File: src/rtl/mcs_pkg.sv
package mcs_pkg;
  localparam int COORD_W = 2;
  localparam int ADDR_W  = 3 * COORD_W;

  typedef enum logic [2:0] {
    PORT_LOCAL = 3'd0,
    PORT_XP    = 3'd1,
    PORT_XN    = 3'd2,
    PORT_YP    = 3'd3,
    PORT_YN    = 3'd4,
    PORT_ZP    = 3'd5,
    PORT_ZN    = 3'd6
  } port_e;

  // Dimension-ordered direction: x first, then y, then z.
  function automatic port_e dor_port(input logic [ADDR_W-1:0] here,
                                     input logic [ADDR_W-1:0] dest);
    logic [COORD_W-1:0] hx, hy, hz, dx, dy, dz;
    hx = here[3*COORD_W-1:2*COORD_W];
    hy = here[2*COORD_W-1:COORD_W];
    hz = here[COORD_W-1:0];
    dx = dest[3*COORD_W-1:2*COORD_W];
    dy = dest[2*COORD_W-1:COORD_W];
    dz = dest[COORD_W-1:0];
    if (dx > hx)      return PORT_XP;
    else if (dx < hx) return PORT_XN;
    else if (dy > hy) return PORT_YP;
    else if (dy < hy) return PORT_YN;
    else if (dz > hz) return PORT_ZP;
    else if (dz < hz) return PORT_ZN;
    else              return PORT_LOCAL;
  endfunction
endpackage

File: src/rtl/mcs_hdr_collect.sv
module mcs_hdr_collect
  import mcs_pkg::*;
#(
  parameter int FLIT_W   = 32,
  parameter int MAX_DEST = 15,
  localparam int CNT_W    = $clog2(MAX_DEST + 1),
  localparam int HDR_BITS = CNT_W + MAX_DEST * ADDR_W,
  localparam int NFLIT    = (HDR_BITS + FLIT_W - 1) / FLIT_W,
  localparam int BUF_W    = NFLIT * FLIT_W,
  localparam int FIDX_W   = (NFLIT > 1) ? $clog2(NFLIT) : 1
) (
  input  logic              clk,
  input  logic              rst_n,
  input  logic              in_valid,
  input  logic [FLIT_W-1:0] in_flit,
  output logic              in_ready,
  input  logic              sink_busy,
  output logic              hdr_vld,
  output logic [BUF_W-1:0]  hdr_buf
);
  logic [FIDX_W:0] fidx_q;
  logic [FIDX_W:0] need_q;
  logic [FIDX_W:0] need_now;
  logic            take;
  logic            last_flit;
  logic            hdr_vld_q;
  logic [BUF_W-1:0] hbuf_q;

  // Flits needed for a header that lists c destinations.
  function automatic logic [FIDX_W:0] flits_for(input logic [CNT_W-1:0] c);
    int bits;
    bits = CNT_W + int'(c) * ADDR_W;
    return (FIDX_W+1)'((bits + FLIT_W - 1) / FLIT_W);
  endfunction

  assign in_ready  = !hdr_vld_q && !sink_busy;
  assign take      = in_valid && in_ready;
  assign need_now  = (fidx_q == '0) ? flits_for(in_flit[CNT_W-1:0]) : need_q;
  assign last_flit = take && ((fidx_q + 1'b1) == need_now);

  always_ff @(posedge clk) begin
    if (!rst_n) begin
      fidx_q    <= '0;
      need_q    <= '0;
      hdr_vld_q <= 1'b0;
      hbuf_q    <= '0;
    end else begin
      hdr_vld_q <= last_flit;
      if (take) begin
        if (fidx_q == '0) begin
          hbuf_q <= {{(BUF_W-FLIT_W){1'b0}}, in_flit};
          need_q <= need_now;
        end else begin
          hbuf_q[int'(fidx_q)*FLIT_W +: FLIT_W] <= in_flit;
        end
        fidx_q <= last_flit ? '0 : fidx_q + 1'b1;
      end
    end
  end

  assign hdr_vld = hdr_vld_q;
  assign hdr_buf = hbuf_q;

  // Ordering flags between neighbouring entries, brought out for the check.
  logic [CNT_W-1:0]   rx_cnt;
  logic [MAX_DEST-1:0] ord_ok;
  assign rx_cnt = hbuf_q[CNT_W-1:0];
  assign ord_ok[MAX_DEST-1] = 1'b1;
  for (genvar i = 0; i < MAX_DEST - 1; i++) begin : g_ord
    assign ord_ok[i] = (i + 1 >= int'(rx_cnt)) ||
      (hbuf_q[CNT_W + i*ADDR_W +: ADDR_W] < hbuf_q[CNT_W + (i+1)*ADDR_W +: ADDR_W]);
  end

  // a completed header lists its entries in strictly increasing order
  a_r1_ordered_list: assert property (@(posedge clk) disable iff (!rst_n)
    hdr_vld |-> (&ord_ok));
endmodule

File: src/rtl/mcs_chain_split.sv
module mcs_chain_split
  import mcs_pkg::*;
#(
  parameter int FLIT_W   = 32,
  parameter int MAX_DEST = 15,
  localparam int CNT_W    = $clog2(MAX_DEST + 1),
  localparam int HDR_BITS = CNT_W + MAX_DEST * ADDR_W,
  localparam int NFLIT    = (HDR_BITS + FLIT_W - 1) / FLIT_W,
  localparam int BUF_W    = NFLIT * FLIT_W
) (
  input  logic              clk,
  input  logic              rst_n,
  input  logic [ADDR_W-1:0] node_addr,
  input  logic              hdr_vld,
  input  logic [BUF_W-1:0]  hdr_buf,
  input  logic              out_ready,
  output logic              out_valid,
  output logic [BUF_W-1:0]  out_hdr,
  output logic [ADDR_W-1:0] out_dest,
  output logic              busy,
  output logic              local_hit
);
  logic [ADDR_W-1:0] ent_in [MAX_DEST];
  logic [ADDR_W-1:0] list_q [MAX_DEST];
  logic [CNT_W-1:0]  cnt_in;
  logic [CNT_W-1:0]  rem_q;
  logic [CNT_W-1:0]  keep_cnt;
  logic [CNT_W-1:0]  send_cnt;
  logic              head_hit;
  logic              emit_fire;

  assign cnt_in = hdr_buf[CNT_W-1:0];
  for (genvar i = 0; i < MAX_DEST; i++) begin : g_unpack
    assign ent_in[i] = hdr_buf[CNT_W + i*ADDR_W +: ADDR_W];
  end
  if (BUF_W > HDR_BITS) begin : g_pad
    logic unused_pad;
    assign unused_pad = ^hdr_buf[BUF_W-1:HDR_BITS];
  end

  assign head_hit  = (cnt_in != '0) && (ent_in[0] == node_addr);
  assign local_hit = hdr_vld && head_hit;

  // Halving split: the lower half stays, the upper half is sent.
  assign keep_cnt  = rem_q >> 1;
  assign send_cnt  = rem_q - keep_cnt;
  assign busy      = (rem_q != '0);
  assign out_valid = busy;
  assign emit_fire = out_valid && out_ready;

  always_ff @(posedge clk) begin
    if (!rst_n) begin
      rem_q <= '0;
      for (int i = 0; i < MAX_DEST; i++) list_q[i] <= '0;
    end else if (hdr_vld) begin
      rem_q <= cnt_in - CNT_W'(head_hit);
      for (int i = 0; i < MAX_DEST; i++) begin
        if (!head_hit)          list_q[i] <= ent_in[i];
        else if (i + 1 < MAX_DEST) list_q[i] <= ent_in[i+1];
        else                    list_q[i] <= '0;
      end
    end else if (emit_fire) begin
      rem_q <= keep_cnt;
    end
  end

  always_comb begin
    out_hdr = '0;
    out_hdr[CNT_W-1:0] = send_cnt;
    for (int i = 0; i < MAX_DEST; i++) begin
      if (i < int'(send_cnt) && (int'(keep_cnt) + i) < MAX_DEST)
        out_hdr[CNT_W + i*ADDR_W +: ADDR_W] = list_q[int'(keep_cnt) + i];
    end
  end

  always_comb begin
    out_dest = '0;
    for (int i = 0; i < MAX_DEST; i++)
      if (i == int'(keep_cnt)) out_dest = list_q[i];
  end

  // local delivery flag lasts one cycle
  a_r2_hit_pulse: assert property (@(posedge clk) disable iff (!rst_n)
    local_hit |=> !local_hit);
  // each emitted subset is no larger than the one before
  a_r3_shrink: assert property (@(posedge clk) disable iff (!rst_n)
    emit_fire |=> (!out_valid || send_cnt <= $past(send_cnt)));
  // the routed destination is the first entry of the emitted header
  a_r4_dest_is_head: assert property (@(posedge clk) disable iff (!rst_n)
    out_valid |-> (out_dest == out_hdr[CNT_W +: ADDR_W]));
  // a stalled header holds
  a_r6_hold: assert property (@(posedge clk) disable iff (!rst_n)
    (out_valid && !out_ready) |=> (out_valid && $stable(out_hdr)));
  // no new header while splitting
  a_r7_no_overlap: assert property (@(posedge clk) disable iff (!rst_n)
    hdr_vld |-> !busy);
endmodule

File: src/rtl/mcs_route.sv
module mcs_route
  import mcs_pkg::*;
(
  input  logic [ADDR_W-1:0] here,
  input  logic [ADDR_W-1:0] dest,
  output port_e             port
);
  assign port = dor_port(here, dest);
endmodule

File: src/rtl/mcast_split_stage.sv
module mcast_split_stage
  import mcs_pkg::*;
#(
  parameter int FLIT_W   = 32,
  parameter int MAX_DEST = 15,
  localparam int CNT_W    = $clog2(MAX_DEST + 1),
  localparam int HDR_BITS = CNT_W + MAX_DEST * ADDR_W,
  localparam int NFLIT    = (HDR_BITS + FLIT_W - 1) / FLIT_W,
  localparam int BUF_W    = NFLIT * FLIT_W
) (
  input  logic              clk,
  input  logic              rst_n,
  input  logic [ADDR_W-1:0] node_addr,
  input  logic              in_valid,
  input  logic [FLIT_W-1:0] in_flit,
  output logic              in_ready,
  output logic              out_valid,
  input  logic              out_ready,
  output logic [BUF_W-1:0]  out_hdr,
  output logic [2:0]        out_port,
  output logic              local_hit
);
  logic              hdr_vld;
  logic [BUF_W-1:0]  hdr_buf;
  logic              split_busy;
  logic [ADDR_W-1:0] out_dest;
  port_e             route_port;

  mcs_hdr_collect #(.FLIT_W(FLIT_W), .MAX_DEST(MAX_DEST)) u_collect (
    .clk       (clk),
    .rst_n     (rst_n),
    .in_valid  (in_valid),
    .in_flit   (in_flit),
    .in_ready  (in_ready),
    .sink_busy (split_busy),
    .hdr_vld   (hdr_vld),
    .hdr_buf   (hdr_buf)
  );

  mcs_chain_split #(.FLIT_W(FLIT_W), .MAX_DEST(MAX_DEST)) u_split (
    .clk       (clk),
    .rst_n     (rst_n),
    .node_addr (node_addr),
    .hdr_vld   (hdr_vld),
    .hdr_buf   (hdr_buf),
    .out_ready (out_ready),
    .out_valid (out_valid),
    .out_hdr   (out_hdr),
    .out_dest  (out_dest),
    .busy      (split_busy),
    .local_hit (local_hit)
  );

  mcs_route u_route (
    .here (node_addr),
    .dest (out_dest),
    .port (route_port)
  );

  assign out_port = route_port;

  // a well-formed list never routes an emitted header back to this node
  a_r5_never_local: assert property (@(posedge clk) disable iff (!rst_n)
    out_valid |-> (out_port != 3'd0));
  // the input is closed while headers are pending
  a_r7_closed_when_busy: assert property (@(posedge clk) disable iff (!rst_n)
    split_busy |-> !in_ready);
  // the port holds while stalled
  a_r6_port_hold: assert property (@(posedge clk) disable iff (!rst_n)
    (out_valid && !out_ready) |=> $stable(out_port));
endmodule

File: config.mk
export PLATFORM = sky130hd
export DESIGN_NAME = mcast_split_stage
export DESIGN_NICKNAME = d
export VERILOG_FILES = /design/src/rtl/mcs_pkg.sv /design/src/rtl/mcs_hdr_collect.sv /design/src/rtl/mcs_chain_split.sv /design/src/rtl/mcs_route.sv /design/src/rtl/mcast_split_stage.sv
export SDC_FILE = /design/constraint.sdc
export NUM_CORES = 1
export LEC_CHECK = 0
export BUFFER_PORTS_ARGS = -buffer_cell sky130_fd_sc_hd__buf_4
export CORE_MARGIN = 10
export CORE_UTILIZATION = 55
export CTS_BUF_LIST = sky130_fd_sc_hd__clkbuf_4
export CTS_CLUSTER_SIZE = 8
export DETAILED_ROUTE_END_ITERATION = 16
export PLACE_DENSITY_LB_ADDON = 0.12
export SLEW_MARGIN = 20
export SYNTH_ARGS = -nofsm -noshare
export SYNTH_HDL_FRONTEND = slang
export SYNTH_HIERARCHICAL = 1
export SYNTH_SLANG_ARGS = --single-unit
File: constraint.sdc
create_clock -name clk -period 3.7 [get_ports clk]
set_clock_uncertainty 0.1 [all_clocks]
set_input_delay 0.185 -clock clk [delete_from_list [all_inputs] [get_ports clk]]
set_output_delay 0.185 -clock clk [all_outputs]
set_load 0.05 [all_outputs]
### After elaboration in Yosys (flattened, before gate mapping)

Memories as Yosys holds them, arrays and structs flattened. A register that Yosys moved wholly into a read port is not among the register bits.
Index checks and enable logic that the tools add are counted.

| word-level totals | value |
|---|---|
| bits in writable memories | 90 |
| logic and storage cells | 213 |
| input port bits | 42 |
| memories kept | 1 |
| register bits after elaboration | 107 |
| output and inout bits | 102 |

Memories:

| memory | depth | width | rd ports | clocked after memory_dff | wr ports | line | RTL |
|---|---|---|---|---|---|---|---|
| u_split.list_q | 15 | 6 | 23 | 1 | 15 | mcs_chain_split.sv:24 | `logic [ADDR_W-1:0] list_q [MAX_DEST];` |

| operators by class | value |
|---|---|
| bitwise logic cells | 31 |
| add/sub/neg operators | 22 |
| multipliers | 1 |
| shifts and indexed selects | 2 |
| mux-type cells | 76 |
| reductions and logical operators | 30 |
| equality and inequality tests | 9 |
| $lt $le $gt $ge | 36 |

Operators with widths:

| operator | count |
|---|---|
| 32-bit by 5-bit less-than comparator with 1-bit output, second input constant | 14 |
| 6-bit 2-to-1 mux | 53 |
| 96-bit bitwise mux | 1 |
| 96-bit 2-to-1 mux | 1 |
| 32-bit by 33-bit variable shift with 96-bit output, first input constant | 1 |
| 32-bit by 33-bit indexed part select with 96-bit output | 1 |
| 3-bit by 4-bit adder with 5-bit output, second input constant | 7 |
| 8-bit negation with 33-bit output | 1 |
| 32-bit by 7-bit adder with 32-bit output, second input constant | 1 |
| 4-bit by 32-bit adder with 32-bit output, first input constant | 1 |
| 32-bit by 2-bit subtractor with 32-bit output, second input constant | 1 |
| 1-bit OR | 30 |
| 4-bit less-than comparator, first input constant | 7 |
| 3-bit 2-to-1 mux | 8 |
| 1-bit logical AND | 21 |
| 3-bit by 3-bit adder with 4-bit output, second input constant | 4 |
| 3-bit by 4-bit less-than comparator with 1-bit output, first input constant | 4 |
| 4-bit 2-to-1 mux | 4 |
| 3-bit == test, first input constant | 4 |
| 1-bit 2-to-1 mux | 9 |
| 3-bit by 2-bit adder with 4-bit output, second input constant | 2 |
| 1-bit by 4-bit less-than comparator with 1-bit output, first input constant | 2 |
| 2-bit by 4-bit less-than comparator with 1-bit output, first input constant | 2 |
| 4-bit nonzero test | 2 |
| other kinds (20) | 26 |

### Logic depth before layout (Yosys ltp)

| depth | value |
|---|---|
| depth after elaboration | 16 |
| depth in mapped cells | 16 |
| mapped depth without buffers | 11 |

### Hierarchy

The synthesis kept the hierarchy.

By module, submodules not included:

| module | area each (um2) | times used | cells an instance |
|---|---|---|---|
| mcs_chain_split | 10296.1 | 1 | 977 |
| mcs_hdr_collect | 4257.8 | 1 | 476 |
| mcs_route | 219.0 | 1 | 28 |

### Worst setup path after synthesis

OpenSTA, ideal clock, no wires.

| timing | value |
|---|---|
| path kind | reg2out |
| start point | register u_split.rem_q[2] |
| end point | output port out_hdr[22] |
| path slack | -1624 ps |
| stages on the path, launching flop included | 14 |
| arrival | 5039 ps |
| buffers on the path | 5 |
| path through | dfxtp_1 -> clkbuf_1 -> inv_2 -> buf_2 -> buf_2 -> ha_1 -> inv_1 -> ha_1 -> buf_4 -> buf_6 -> mux4_2 -> mux2_2 -> nor2_1 -> a2111oi_0 |

| between the ends | value |
|---|---|
| longest elaborated chain between the ends | 4 |

RTL lines:

| what | line | RTL |
|---|---|---|
| start, declared | mcs_chain_split.sv:26 | `logic [CNT_W-1:0] rem_q;` |
| start signal, assigned | mcs_chain_split.sv:56 | `rem_q <= cnt_in - CNT_W'(head_hit);` |
| start signal, assigned | mcs_chain_split.sv:63 | `rem_q <= keep_cnt;` |
| 3-bit by 2-bit adder with 4-bit output or 4-bit by 3-bit subtractor with 4-bit output (tied branches) | mcs_chain_split.sv:71, mcs_chain_split.sv:72, mcs_chain_split.sv:46 |  |
| 32-bit by 5-bit less-than comparator with 1-bit output or 2-bit by 4-bit less-than comparator with 1-bit output (tied branches) | mcs_chain_split.sv:71 | `if (i < int'(send_cnt) && (int'(keep_cnt) + i) < MAX_DEST)` |
| 1-bit logical AND | mcs_chain_split.sv:71 |  |
| 6-bit 2-to-1 mux (*) | mcs_chain_split.sv:71 |  |
| end, declared | mcast_split_stage.sv:19 | `output logic [BUF_W-1:0] out_hdr,` |

Mark *: on every way between the ends. The rest lies on a longest branch, timed or not.

### Worst setup path in the final report

| timing | value |
|---|---|
| start point | register u_split.rem_q[1] |
| end point | output port out_hdr[86] |

| between the ends | value |
|---|---|
| longest elaborated chain between the ends | 4 |

RTL lines:

| what | line |
|---|---|
| 3-bit by 4-bit adder with 5-bit output or 4-bit by 3-bit subtractor with 4-bit output (tied branches) | mcs_chain_split.sv:71, mcs_chain_split.sv:46 |
| 32-bit by 5-bit less-than comparator with 1-bit output or 4-bit less-than comparator (tied branches) | mcs_chain_split.sv:71 |
| 1-bit logical AND | mcs_chain_split.sv:71 |
| 6-bit 2-to-1 mux (*) | mcs_chain_split.sv:71 |

Marked as above.

==> reports/qor_table.md <==
| Stage | Metric | This run |
|:---|:---|:---|
| placed design | HPWL Detailed | 40500 um |
| cells and area | Design Area, Final | 0.0173 mm2 |
| cts | CTS max path bufs | 2 |
| critical path | Minimum setup slack among reg-to-reg paths | 0.53 ns |
| global route | Antenna violations before repair | 1 |
| critical path | Crit Path Max Fanout | 20 |
| critical path | CP endpoint kind | output port |
| cts | Cts bufs inserted | 17 |
| cts | H-tree levels | 4 |
| critical path | Critical Path RT | 3.41 ns |
| sta | Final hold vios | 0 |
| floorplan | Starting utilization of the core area | 56.1% |
| cells and area | Final Net Count | 1683 |
| critical path | Critical Path Start Type | flip-flop |
| yosys | Post-synthesis cell count | 1475 |
| pwr | Leakage power total | 6.33 nW |
| pwr | Total power divided by cell area | 738 mW/mm2 |
| floorplan | Top Ports | 144 |
| floorplan | FP Rows | 59 |
| sta | Final Max Slew Viols | 0 |
| sta | Fin crit share | 97.1% |
| drt | Number of DRC markers in iteration 0 | 1708 |
| critical path | Classification of the worst setup path | flip-flop to output port |
| global route | Total GRT Usage | 30.7% |
| placed design | Instance area at placement | 0.0163 mm2 |
| global route | Largest net degree at the start of global routing | 91 |
| drt | Routed wire per std cell | 27.5 um |
| cells and area | Area Growth Syn to Fin | 17.3% |
| cells and area | Proportion of layout cells with a drive suffix above 1 | 27.9% |
| global route | Via count of the first global-routing pass | 12.4k |
| cts | Reg clk slew, reported paths | 0.18 ns |
| drt | Post-route DRC | 0 |
| floorplan | Area of the die | 0.0337 mm2 |
| floorplan | Width of the chip | 184 um |
| placed design | Placer's final routability congestion estimate | 0.979 |
| global route | Global-route wire length before repair | 79000 um |
| drt | Wire length after detailed routing | 53700 um |
| sta | Post-layout min period | 3.59 ns |
| cts | Count of clock tree sinks | 198 |
| floorplan | Vertical die dimension | 184 um |
| flow run | Number of maximum-capacitance violations | 0 |
| pwr | Worst vdd ir | 0.786 mV |
| status | Outcome | finished clean |
| cells and area | Commonest non-fill, non-tap cells in the layout | sky130_fd_sc_hd__buf_4 (191), sky130_fd_sc_hd__nand2_1 (151), sky130_fd_sc_hd__dfxtp_1 (106), sky130_fd_sc_hd__edfxtp_1 (90), sky130_fd_sc_hd__mux2i_1 (86) |
| pwr | Post-layout total power | 0.0127 W |
| placed design | IO buf count | 141 |
| sta | Final setup violation count | 0 |
| sta | Least-Margin Pin Slew | 1.02 ns |
| sta | Unrepaired setup endpoints after global routing | yes |
| drt | Number of vias in the routed layout | 13.3k |
| drt | Post-detailed-route count of antenna-violating nets | 0 |
| yosys | Netlist area before placement | 0.0147 mm2 |
| yosys | Average cell area after synthesis | 9.97 um2 |
| global route | Total congestion overflow | 0 |
| cts | TritonCTS clock tree | done |
| yosys | Ys Warns | 6 |
| worst hold path | Number of instances on the worst hold path | 5 |
| cells and area | Commonest non-fill, non-tap cell in the layout | sky130_fd_sc_hd__buf_4 |
| drt | Drt pass-1 iters | 7 |
| worst hold path | Worst hold path class | input pin to flip-flop |
| cells and area | Final Core Density | 65.8% |
| critical path | Crit path DAT | 3.31 ns |
| cells and area | Number of fillers in the final layout | 2166 |
| drt | Vias per inst | 6.81 |
| critical path | Cell depth of the worst flop-to-flop path | 11 |
| sta | Remaining max-slew budget at the tightest pin | 32.0% |
| sta | Max Clock Freq | 278 MHz |
| cts | Later-pin clock latency in the skew report | 0.58 ns |
| cts | CTS Root Buffer Type | sky130_fd_sc_hd__clkbuf_4 |
| floorplan | Core Box Area | 0.0262 mm2 |
path summary, 6_finish.rpt:
path                                      start                                 end
max reg2reg       u_split/rem_q[3]$_SDFFE_PN0N_  u_collect/hdr_buf[92]$_SDFFE_PN0P_
min reg2reg  u_collect/hdr_buf[46]$_SDFFE_PN0P_  u_collect/hdr_buf[46]$_SDFFE_PN0P_
min                                    in_valid    u_collect/fidx_q[0]$_SDFFE_PN0P_
max               u_split/rem_q[1]$_SDFFE_PN0N_                         out_hdr[86]
layout make-up:
class	count	area (um2)	area share (%)
Clock buffer	17	128	0.740
Timing Repair Buffer	241	2020	11.7
Inverter	49	194	1.12
Tap cell	335	419	2.43
Antenna cell	1	2.50	0.0145
Multi-Input combinational cell	1099	9470	54.9
Sequential cell	198	4870	28.2
Clock inverter	15	156	0.907
flip-flops by register name (all words and copies together), names as in the netlist, named ones only:
register / flops
u_collect/fidx_q: 3
u_collect/hdr_vld: 1
u_collect/need_q: 3
u_split/list_q: 90
u_collect/hdr_buf: 94
u_split/rem_q: 4
stage by stage:
step / setup TNS (ns) / std cells / setup slack (ns) / hold slack [ns]
floorplan: -4.96 / 1476 / -0.347 / 0.220
global placement: 0 / 1875 / 0.449 / 0.360
detailed placement: 0 / 1875 / 0.380 / 0.365
CTS: -1.38 / 1942 / -0.0967 / 0.119
global route: -0.102 / 1955 / -0.0423 / 0.156
finish: 0 / 1955 / 0.109 / 0.163
report_power, final:
group | internal, W | total (W) | switching, W
Combinational | 0.00314 | 0.00859 | 0.00545
Sequential | 0.00259 | 0.00303 | 0.000448
Clock | 0.000308 | 0.00112 | 0.000810
Total | 0.00603 | 0.0127 | 0.00671
per-layer routing:
metal	global-route usage, %	share of wire [%]
met2	48.1	46
met1	40.3	40
met3	5.36	9.5
met5	0	0
met4	15.3	5.3
critical path: stages, from the launching register on:
cell	delay, ns
sky130_fd_sc_hd__dfxtp_4	0.45
sky130_fd_sc_hd__buf_6	0.23
sky130_fd_sc_hd__ha_1	0.19
sky130_fd_sc_hd__inv_1	0.05
sky130_fd_sc_hd__ha_2	0.43
sky130_fd_sc_hd__buf_6	0.27
sky130_fd_sc_hd__mux2i_1	0.12
sky130_fd_sc_hd__o22ai_1	0.32
sky130_fd_sc_hd__nor2_1	0.16
sky130_fd_sc_hd__a211oi_1	0.26
sky130_fd_sc_hd__buf_4	0.24
repair_timing:
item,4_1_cts,5_1_grt
buffers inserted,1,12
endpoints found under the setup margin,73,75
hold endpoints to repair,101,0
resized for setup,10,37
pin swaps,0,2
hold buffers,33,0
cloned,1,0
(Power assumes the default switching activity.)
